--- src/rtl/cfgport_pkg.sv ---
package cfgport_pkg;

    localparam int BYTE_W = 8;

    typedef logic [BYTE_W-1:0] byte_t;

    typedef enum logic {
        ST_IDLE,
        ST_PULSE
    } remap_state_t;

    typedef struct packed {
        logic  visible;
        byte_t keep;
    } rb_rule_t;

    // Readback rule per register number: visible flag and the bits kept.
    function automatic rb_rule_t rb_rule(input byte_t ix);
        rb_rule_t r;
        r.visible = 1'b1;
        r.keep    = 8'hFF;
        if (ix == 8'h04)
            r.keep = 8'h1C;
        else if (ix == 8'h08)
            r.keep = 8'h1F;
        else if (ix == 8'h05 || ix == 8'h06)
            r.keep = 8'hFF;
        else if (ix >= 8'h09 && ix <= 8'h13)
            r.keep = 8'hFF;
        else if (ix >= 8'h28 && ix <= 8'h2A)
            r.keep = 8'hFF;
        else
            r.visible = 1'b0;
        return r;
    endfunction

endpackage

--- src/rtl/cfgport_decode.sv ---
module cfgport_decode
    import cfgport_pkg::*;
#(
    parameter int          ADDR_W    = 16,
    parameter logic [15:0] BASE_ADDR = 16'h0022,
    parameter int          MAP_LO    = 9,
    parameter int          MAP_HI    = 15
) (
    input  logic [ADDR_W-1:0] io_addr,
    input  logic              io_wr,
    input  logic              io_rd,
    input  byte_t             idx_q,
    output logic              idx_wr,
    output logic              data_wr,
    output logic              data_rd,
    output logic              map_wr
);
    localparam logic [ADDR_W-1:0] BASE_W  = BASE_ADDR[ADDR_W-1:0];
    localparam byte_t             MAP_LOB = byte_t'(MAP_LO);
    localparam byte_t             MAP_HIB = byte_t'(MAP_HI);

    logic in_window;
    logic in_map;

    always_comb begin
        in_window = (io_addr[ADDR_W-1:1] == BASE_W[ADDR_W-1:1]);
        in_map    = (idx_q >= MAP_LOB) && (idx_q <= MAP_HIB);
        idx_wr    = io_wr && in_window && !io_addr[0];
        data_wr   = io_wr && in_window &&  io_addr[0];
        data_rd   = io_rd && in_window &&  io_addr[0];
        map_wr    = data_wr && in_map;
    end

endmodule

--- src/rtl/cfgport_regfile.sv ---
module cfgport_regfile
    import cfgport_pkg::*;
#(
    parameter int NUM_REGS = 256,
    parameter int MAP_LO   = 9,
    parameter int MAP_HI   = 15,
    localparam int MAP_N   = MAP_HI - MAP_LO + 1
) (
    input  logic                    clk,
    input  logic                    rst,
    input  logic                    idx_wr,
    input  logic                    data_wr,
    input  byte_t                   wdata,
    output byte_t                   idx_q,
    output byte_t                   rd_val,
    output logic [MAP_N*BYTE_W-1:0] map_cfg
);
    byte_t    store [NUM_REGS];
    rb_rule_t rule;

    always_ff @(posedge clk) begin
        if (rst) begin
            idx_q <= '0;
        end else if (idx_wr) begin
            idx_q <= wdata;
        end
    end

    always_ff @(posedge clk) begin
        if (rst) begin
            for (int i = 0; i < NUM_REGS; i++) store[i] <= '0;
        end else if (data_wr) begin
            store[idx_q] <= wdata;
        end
    end

    always_comb begin
        rule   = rb_rule(idx_q);
        rd_val = rule.visible ? (store[idx_q] & rule.keep) : 8'hFF;
    end

    for (genvar k = 0; k < MAP_N; k++) begin : g_map
        assign map_cfg[k*BYTE_W +: BYTE_W] = store[MAP_LO + k];

        assert_map_follow_R10: assert property (@(posedge clk) disable iff (rst)
            (data_wr && idx_q == byte_t'(MAP_LO + k))
            |=> map_cfg[k*BYTE_W +: BYTE_W] == $past(wdata));
    end

    assert_idx_load_R1: assert property (@(posedge clk) disable iff (rst)
        idx_wr |=> idx_q == $past(wdata));

    assert_idx_hold_R1: assert property (@(posedge clk) disable iff (rst)
        !idx_wr |=> $stable(idx_q));

    assert_id04_mask_R4: assert property (@(posedge clk) disable iff (rst)
        (idx_q == 8'h04) |-> ((rd_val & 8'hE3) == 8'h00));

    assert_id08_mask_R5: assert property (@(posedge clk) disable iff (rst)
        (idx_q == 8'h08) |-> ((rd_val & 8'hE0) == 8'h00));

endmodule

--- src/rtl/cfgport_remap_fsm.sv ---
module cfgport_remap_fsm
    import cfgport_pkg::*;
(
    input  logic clk,
    input  logic rst,
    input  logic map_wr,
    output logic remap_pulse
);
    remap_state_t state_q, state_d;

    always_ff @(posedge clk) begin
        if (rst) state_q <= ST_IDLE;
        else     state_q <= state_d;
    end

    always_comb begin
        state_d = state_q;
        unique case (state_q)
            ST_IDLE:  state_d = map_wr ? ST_PULSE : ST_IDLE;
            ST_PULSE: state_d = map_wr ? ST_PULSE : ST_IDLE;
            default:  state_d = ST_IDLE;
        endcase
    end

    always_comb begin
        unique case (state_q)
            ST_PULSE: remap_pulse = 1'b1;
            default:  remap_pulse = 1'b0;
        endcase
    end

    assert_remap_follow_R8: assert property (@(posedge clk) disable iff (rst)
        map_wr |=> remap_pulse);

    assert_remap_cause_R8: assert property (@(posedge clk) disable iff (rst)
        !map_wr |=> !remap_pulse);

endmodule

--- src/rtl/cfgport_top.sv ---
module cfgport_top
    import cfgport_pkg::*;
#(
    parameter int          ADDR_W    = 16,
    parameter logic [15:0] BASE_ADDR = 16'h0022,
    parameter int          MAP_LO    = 9,
    parameter int          MAP_HI    = 15,
    localparam int         MAP_N     = MAP_HI - MAP_LO + 1
) (
    input  logic                    clk,
    input  logic                    rst,
    input  logic [ADDR_W-1:0]       io_addr,
    input  logic                    io_wr,
    input  logic                    io_rd,
    input  logic [7:0]              io_wdata,
    output logic [7:0]              io_rdata,
    output logic                    remap_pulse,
    output logic [MAP_N*BYTE_W-1:0] map_cfg
);
    localparam logic [ADDR_W-1:0] BASE_W = BASE_ADDR[ADDR_W-1:0];

    logic  idx_wr;
    logic  data_wr;
    logic  data_rd;
    logic  map_wr;
    byte_t idx_q;
    byte_t rd_val;

    cfgport_decode #(
        .ADDR_W    (ADDR_W),
        .BASE_ADDR (BASE_ADDR),
        .MAP_LO    (MAP_LO),
        .MAP_HI    (MAP_HI)
    ) u_decode (
        .io_addr (io_addr),
        .io_wr   (io_wr),
        .io_rd   (io_rd),
        .idx_q   (idx_q),
        .idx_wr  (idx_wr),
        .data_wr (data_wr),
        .data_rd (data_rd),
        .map_wr  (map_wr)
    );

    cfgport_regfile #(
        .NUM_REGS (256),
        .MAP_LO   (MAP_LO),
        .MAP_HI   (MAP_HI)
    ) u_regs (
        .clk     (clk),
        .rst     (rst),
        .idx_wr  (idx_wr),
        .data_wr (data_wr),
        .wdata   (io_wdata),
        .idx_q   (idx_q),
        .rd_val  (rd_val),
        .map_cfg (map_cfg)
    );

    cfgport_remap_fsm u_fsm (
        .clk         (clk),
        .rst         (rst),
        .map_wr      (map_wr),
        .remap_pulse (remap_pulse)
    );

    assign io_rdata = data_rd ? rd_val : 8'hFF;

    assert_rd_idle_R12: assert property (@(posedge clk) disable iff (rst)
        !io_rd |-> io_rdata == 8'hFF);

    assert_index_rd_R3: assert property (@(posedge clk) disable iff (rst)
        (io_rd && io_addr == BASE_W) |-> io_rdata == 8'hFF);

    assert_window_ignore_R11: assert property (@(posedge clk) disable iff (rst)
        (io_wr && io_addr[ADDR_W-1:1] != BASE_W[ADDR_W-1:1])
        |=> ($stable(map_cfg) && !remap_pulse));

endmodule

--- config.mk ---
export PLATFORM = sky130hd
export DESIGN_NAME = cfgport_top
export DESIGN_NICKNAME = d
export VERILOG_FILES = /design/src/rtl/cfgport_pkg.sv /design/src/rtl/cfgport_decode.sv /design/src/rtl/cfgport_regfile.sv /design/src/rtl/cfgport_remap_fsm.sv /design/src/rtl/cfgport_top.sv
export SDC_FILE = /design/constraint.sdc
export NUM_CORES = 2
export LEC_CHECK = 0
export ABC_AREA = 1
export BUFFER_PORTS_ARGS = -buffer_cell sky130_fd_sc_hd__buf_2
export CORE_ASPECT_RATIO = 1.4
export CORE_UTILIZATION = 50
export CTS_BUF_LIST = sky130_fd_sc_hd__clkbuf_4 sky130_fd_sc_hd__clkbuf_8
export CTS_CLUSTER_DIAMETER = 200
export DETAILED_ROUTE_END_ITERATION = 6
export PLACE_DENSITY = 0.72
export SLEW_MARGIN = 30
export SYNTH_ARGS = -nofsm -noshare
export SYNTH_HDL_FRONTEND = slang
export SYNTH_HIERARCHICAL = 1
export SYNTH_SLANG_ARGS = --single-unit
--- constraint.sdc ---
create_clock -name clk -period 2.9 [get_ports clk]
set_clock_uncertainty 0.2 [all_clocks]
set_input_delay 0.58 -clock clk [delete_from_list [all_inputs] [get_ports clk]]
set_output_delay 0.58 -clock clk [all_outputs]
set_load 0.05 [all_outputs]
==> out/qor.log <==
[run_status] result of the run finished with violations
[run_status] violated checks DRC, setup timing
[sta] Max transition margin 31.1%
[critical_path] CP top delay family simple AND/OR/NAND/NOR gates
[critical_path] crit-path cells buf_12, inv_16, buf_12, buf_16, buf_16, buf_8, nand2_1, nand3_1, nand3_2, nand3_2, nand3_1, nand2_2, nand2_1, nand2_2, nand2_1, nand3_2, nand3_2, nand2_4, inv_2, nand2_2, buf_8
[sta] final clock period utilization by the worst path 152%
[clock_network] register clock-pin slew on the reported worst setup and hold paths 0.07 ns
[critical_path] Slowest Stage Delay on Critical Path 0.35 ns
[route] routed length per placed instance 23.5 µm
[route] number of vias in the routed layout 77700
[run] max-cap violations 0
[critical_path] Max Fanout on Critical Path 9
[die] Initial Utilization 50.3%
[logic_synthesis] flop and latch count out of synthesis 2065
[critical_path] nature of the critical path startpoint register
[sta] f_max 0.227 GHz
[final_layout] layout cells sized above 1 19.2%
[power] Leak Pwr 0.0456 µW
[logic_synthesis] syn avg cell area 9.67 µm²
[power] Net Switching 14200 µW
[critical_path] required time reported for the critical path endpoint 2.12 ns
[route] Initial DRC Count 9618
[placement] routability congestion estimate from global placement 0.980
[power] power per standard cell area 536 nW/µm²
[logic_synthesis] count of mapped cells out of synthesis 9655
[clock_network] clock tree root buffer cell sky130_fd_sc_hd__clkbuf_8
[placement] cell area after placement 105000 µm²
[sta] Fin. Hold Viols 0
[logic_synthesis] summed instance area of the synthesized netlist 93400 µm²
[critical_path] setup slack of the most critical reg-to-reg path 0.24 ns
[route] total iterations of the first detailed-routing run 7
[global_route] Overall Global Routing Usage 31.9%
[logic_synthesis] yosys warns 6
[logic_synthesis] number of nets in the synthesized netlist 9683
[power] Seq pwr share 55.8%
[critical_path] most used cell along the critical path sky130_fd_sc_hd__nand3_2
[route] routed wire length 308000 µm
[logic_synthesis] unique cell type count in the Yosys netlist 24
[clock_network] worst-case clock buffer depth 4
[die] floorplan core area 186000 µm²
[critical_path] Worst EP arrival 3.63 ns
[final_layout] number of fillers in the final layout 14100
[die] Die Height 513 µm
[global_route] largest net degree at the start of global routing 124
[global_route] initial antenna violation count 8
[power] clock network fraction of design power 38.9%
[global_route] global route total overflow 0
[die] number of top-level pins 93
[route] residual antenna-violating net count after detailed routing 0
[sta] Post-Route Hold Slack 0.429 ns
[logic_synthesis] sequential share of the synthesized area 66.2%
[min_path] worst min-delay path category reg -> reg
[clock_network] number of clock sinks 2065
[power] switching part of the total 22.9%
[global_route] via count of the first global-routing pass 76000
[power] relative contribution of combinational cells to total power 5.3%
[placement] Placed Instances 12500
[clock_network] Clock Latency Late Sink 0.95 ns
[clock_network] H-tree level count 5
[sta] post-route setup TNS -11.76 ns
[critical_path] WS Path Type reg -> out
[route] detailed-route DRC error count 3
[sta] clock period minus worst slack 4.41 ns
[final_layout] final standard cell count with taps included and fillers excluded 13100
[critical_path] CP endpoint kind output pin
[die] number of rows in the core area 187
[power] internal power summed over all cells 47800 µW
[final_layout] total non-filler cell area in the finished layout 116000 µm²
[critical_path] slowest CP cell sky130_fd_sc_hd__dfxtp_4
[clock_network] clock buffer count from CTS 311
[power] power consumption 62000 µW
[route] via density per instance 5.94
[power] largest voltage drop on the vdd net 0.376 mV
[final_layout] final net count 10400
[final_layout] post-synthesis to final-layout area growth 23.7%
[sta] count of final setup violators 8
[sta] setup ws final -1.51 ns
[sta] number of pins with negative max-slew slack in the final report 0
[die] die outline area 189000 µm²
[clock_network] TritonCTS clock tree done
[critical_path] CP Buf/Inv Count 8
[global_route] first-pass GRT wire length 452000 µm
[die] width of the die 367 µm
[sta] pin slew with the least headroom to its limit 1.03 ns
[sta] RSZ-0062 raised after global routing yes
[placement] DP Wirelength 198000 µm
[placement] count of input and output buffers 92
[flip-flops by register name (all words and copies together) (netlist names), named ones only]
register,count
u_regs/store,2048
u_regs/idx_q,8
u_fsm/state_q,1
[through the flow]
step | setup WS, ns | util [%]
final | -1.51 | 62.3
after detailed placement | -0.856 | 56.8
after floorplan | 0.0595 | -
after global routing | -1.64 | 62.3
after CTS | -1.51 | 62.0
after global placement | -0.845 | 56.8
[worst min-delay path: stages (launching register included)]
cell,delay [ns]
sky130_fd_sc_hd__dfxtp_1,0.35
sky130_fd_sc_hd__o21ai_0,0.17
sky130_fd_sc_hd__a21oi_1,0.07
[power groups by stage]
stage | Combinational, µW | Sequential [µW] | Clock [µW]
after floorplan | 1400 | 35100 | 0
after CTS | 3220 | 34600 | 24300
final | 3300 | 34600 | 24100
after global placement | 3080 | 35100 | 0
after detailed placement | 3140 | 35200 | 0
after global routing | 3450 | 34700 | 25500
[timing repair]
action / CTS / global route
endpoints found under the setup margin: 8 / 8
gates resized for setup: 454 / 98
hold endpoints to repair: 199 / 0
gates cloned: 31 / 6
pin swaps: 84 / 26
buffers inserted: 28 / 2
hold buffers: 12 / 0
[per-layer routing]
metal / global-route usage [%] / share of wire (%)
met5: 0 / 0.016
met1: 37.2 / 33
met2: 52.8 / 48
met4: 21.2 / 7.2
met3: 7.24 / 12
[layout make-up]
class	instances	area (µm²)	area share, %
Antenna cell	9	22.5	0.0195
Clock buffer	403	5050	4.37
Clock inverter	147	1040	0.902
Inverter	78	404	0.350
Multi-Input combinational cell	6773	30200	26.1
Sequential cell	2065	61900	53.5
Tap cell	2457	3070	2.66
Timing Repair Buffer	1159	13900	12.0
[layout by cell type (no fill, tap or decap), types with 41 or more instances in the layout]
| cell | Yosys | layout |
|---|---|---|
| sky130_fd_sc_hd__nand3_4 | 0 | 43 |
| sky130_fd_sc_hd__clkinv_1 | 9 | 76 |
| sky130_fd_sc_hd__buf_2 | 232 | 84 |
| sky130_fd_sc_hd__nand2_1 | 2538 | 2459 |
| sky130_fd_sc_hd__nand3_2 | 0 | 228 |
| sky130_fd_sc_hd__inv_1 | 60 | 50 |
| sky130_fd_sc_hd__nor2_1 | 2170 | 2166 |
| sky130_fd_sc_hd__nand3_1 | 1841 | 1570 |
| sky130_fd_sc_hd__buf_16 | 0 | 41 |
| sky130_fd_sc_hd__nand2_2 | 11 | 83 |
| sky130_fd_sc_hd__buf_4 | 7 | 647 |
| sky130_fd_sc_hd__buf_12 | 0 | 320 |
| sky130_fd_sc_hd__o21ai_0 | 113 | 105 |
| sky130_fd_sc_hd__clkbuf_4 | 0 | 79 |
| sky130_fd_sc_hd__clkbuf_8 | 0 | 324 |
| sky130_fd_sc_hd__edfxtp_1 | 2048 | 2048 |
[worst paths after layout]
kind | from | endpoint | depth (start not counted)
setup reg to reg | u_regs/idx_q[3]$_SDFFE_PP0P_ | u_regs/store[75][5]$_SDFFCE_PN0P_ | 10
setup / recovery | register | io_rdata[0] | 21
hold reg to reg | u_regs/idx_q[1]$_SDFFE_PP0P_ | register | 2
hold / removal | u_regs/idx_q[1]$_SDFFE_PP0P_ | register | 2
[cell usage after synthesis (all sizes together)]
master / instances / share of area [%]
dfxtp: 17 / 0.36
a221oi: 1 / 0.0094
buf: 308 / 1.6
nor3: 12 / 0.10
a21oi: 39 / 0.21
clkbuf: 431 / 1.7
inv: 69 / 0.28
o21ai: 113 / 0.61
clkinv: 9 / 0.036
or2: 1 / 0.0067
nand3: 1841 / 9.9
nor2: 2173 / 8.7
nand4: 3 / 0.020
nand2: 2549 / 10
o22ai: 37 / 0.25
nor4: 4 / 0.054
edfxtp: 2048 / 66
[cell families after synthesis]
group | after synthesis | share of synthesized area (%)
simple gates | 6583 | 29.1
flops | 2065 | 66.2
buf+inv | 817 | 3.63
compound gates | 190 | 1.07
Note: power is estimated with default switching activity, not from simulation.
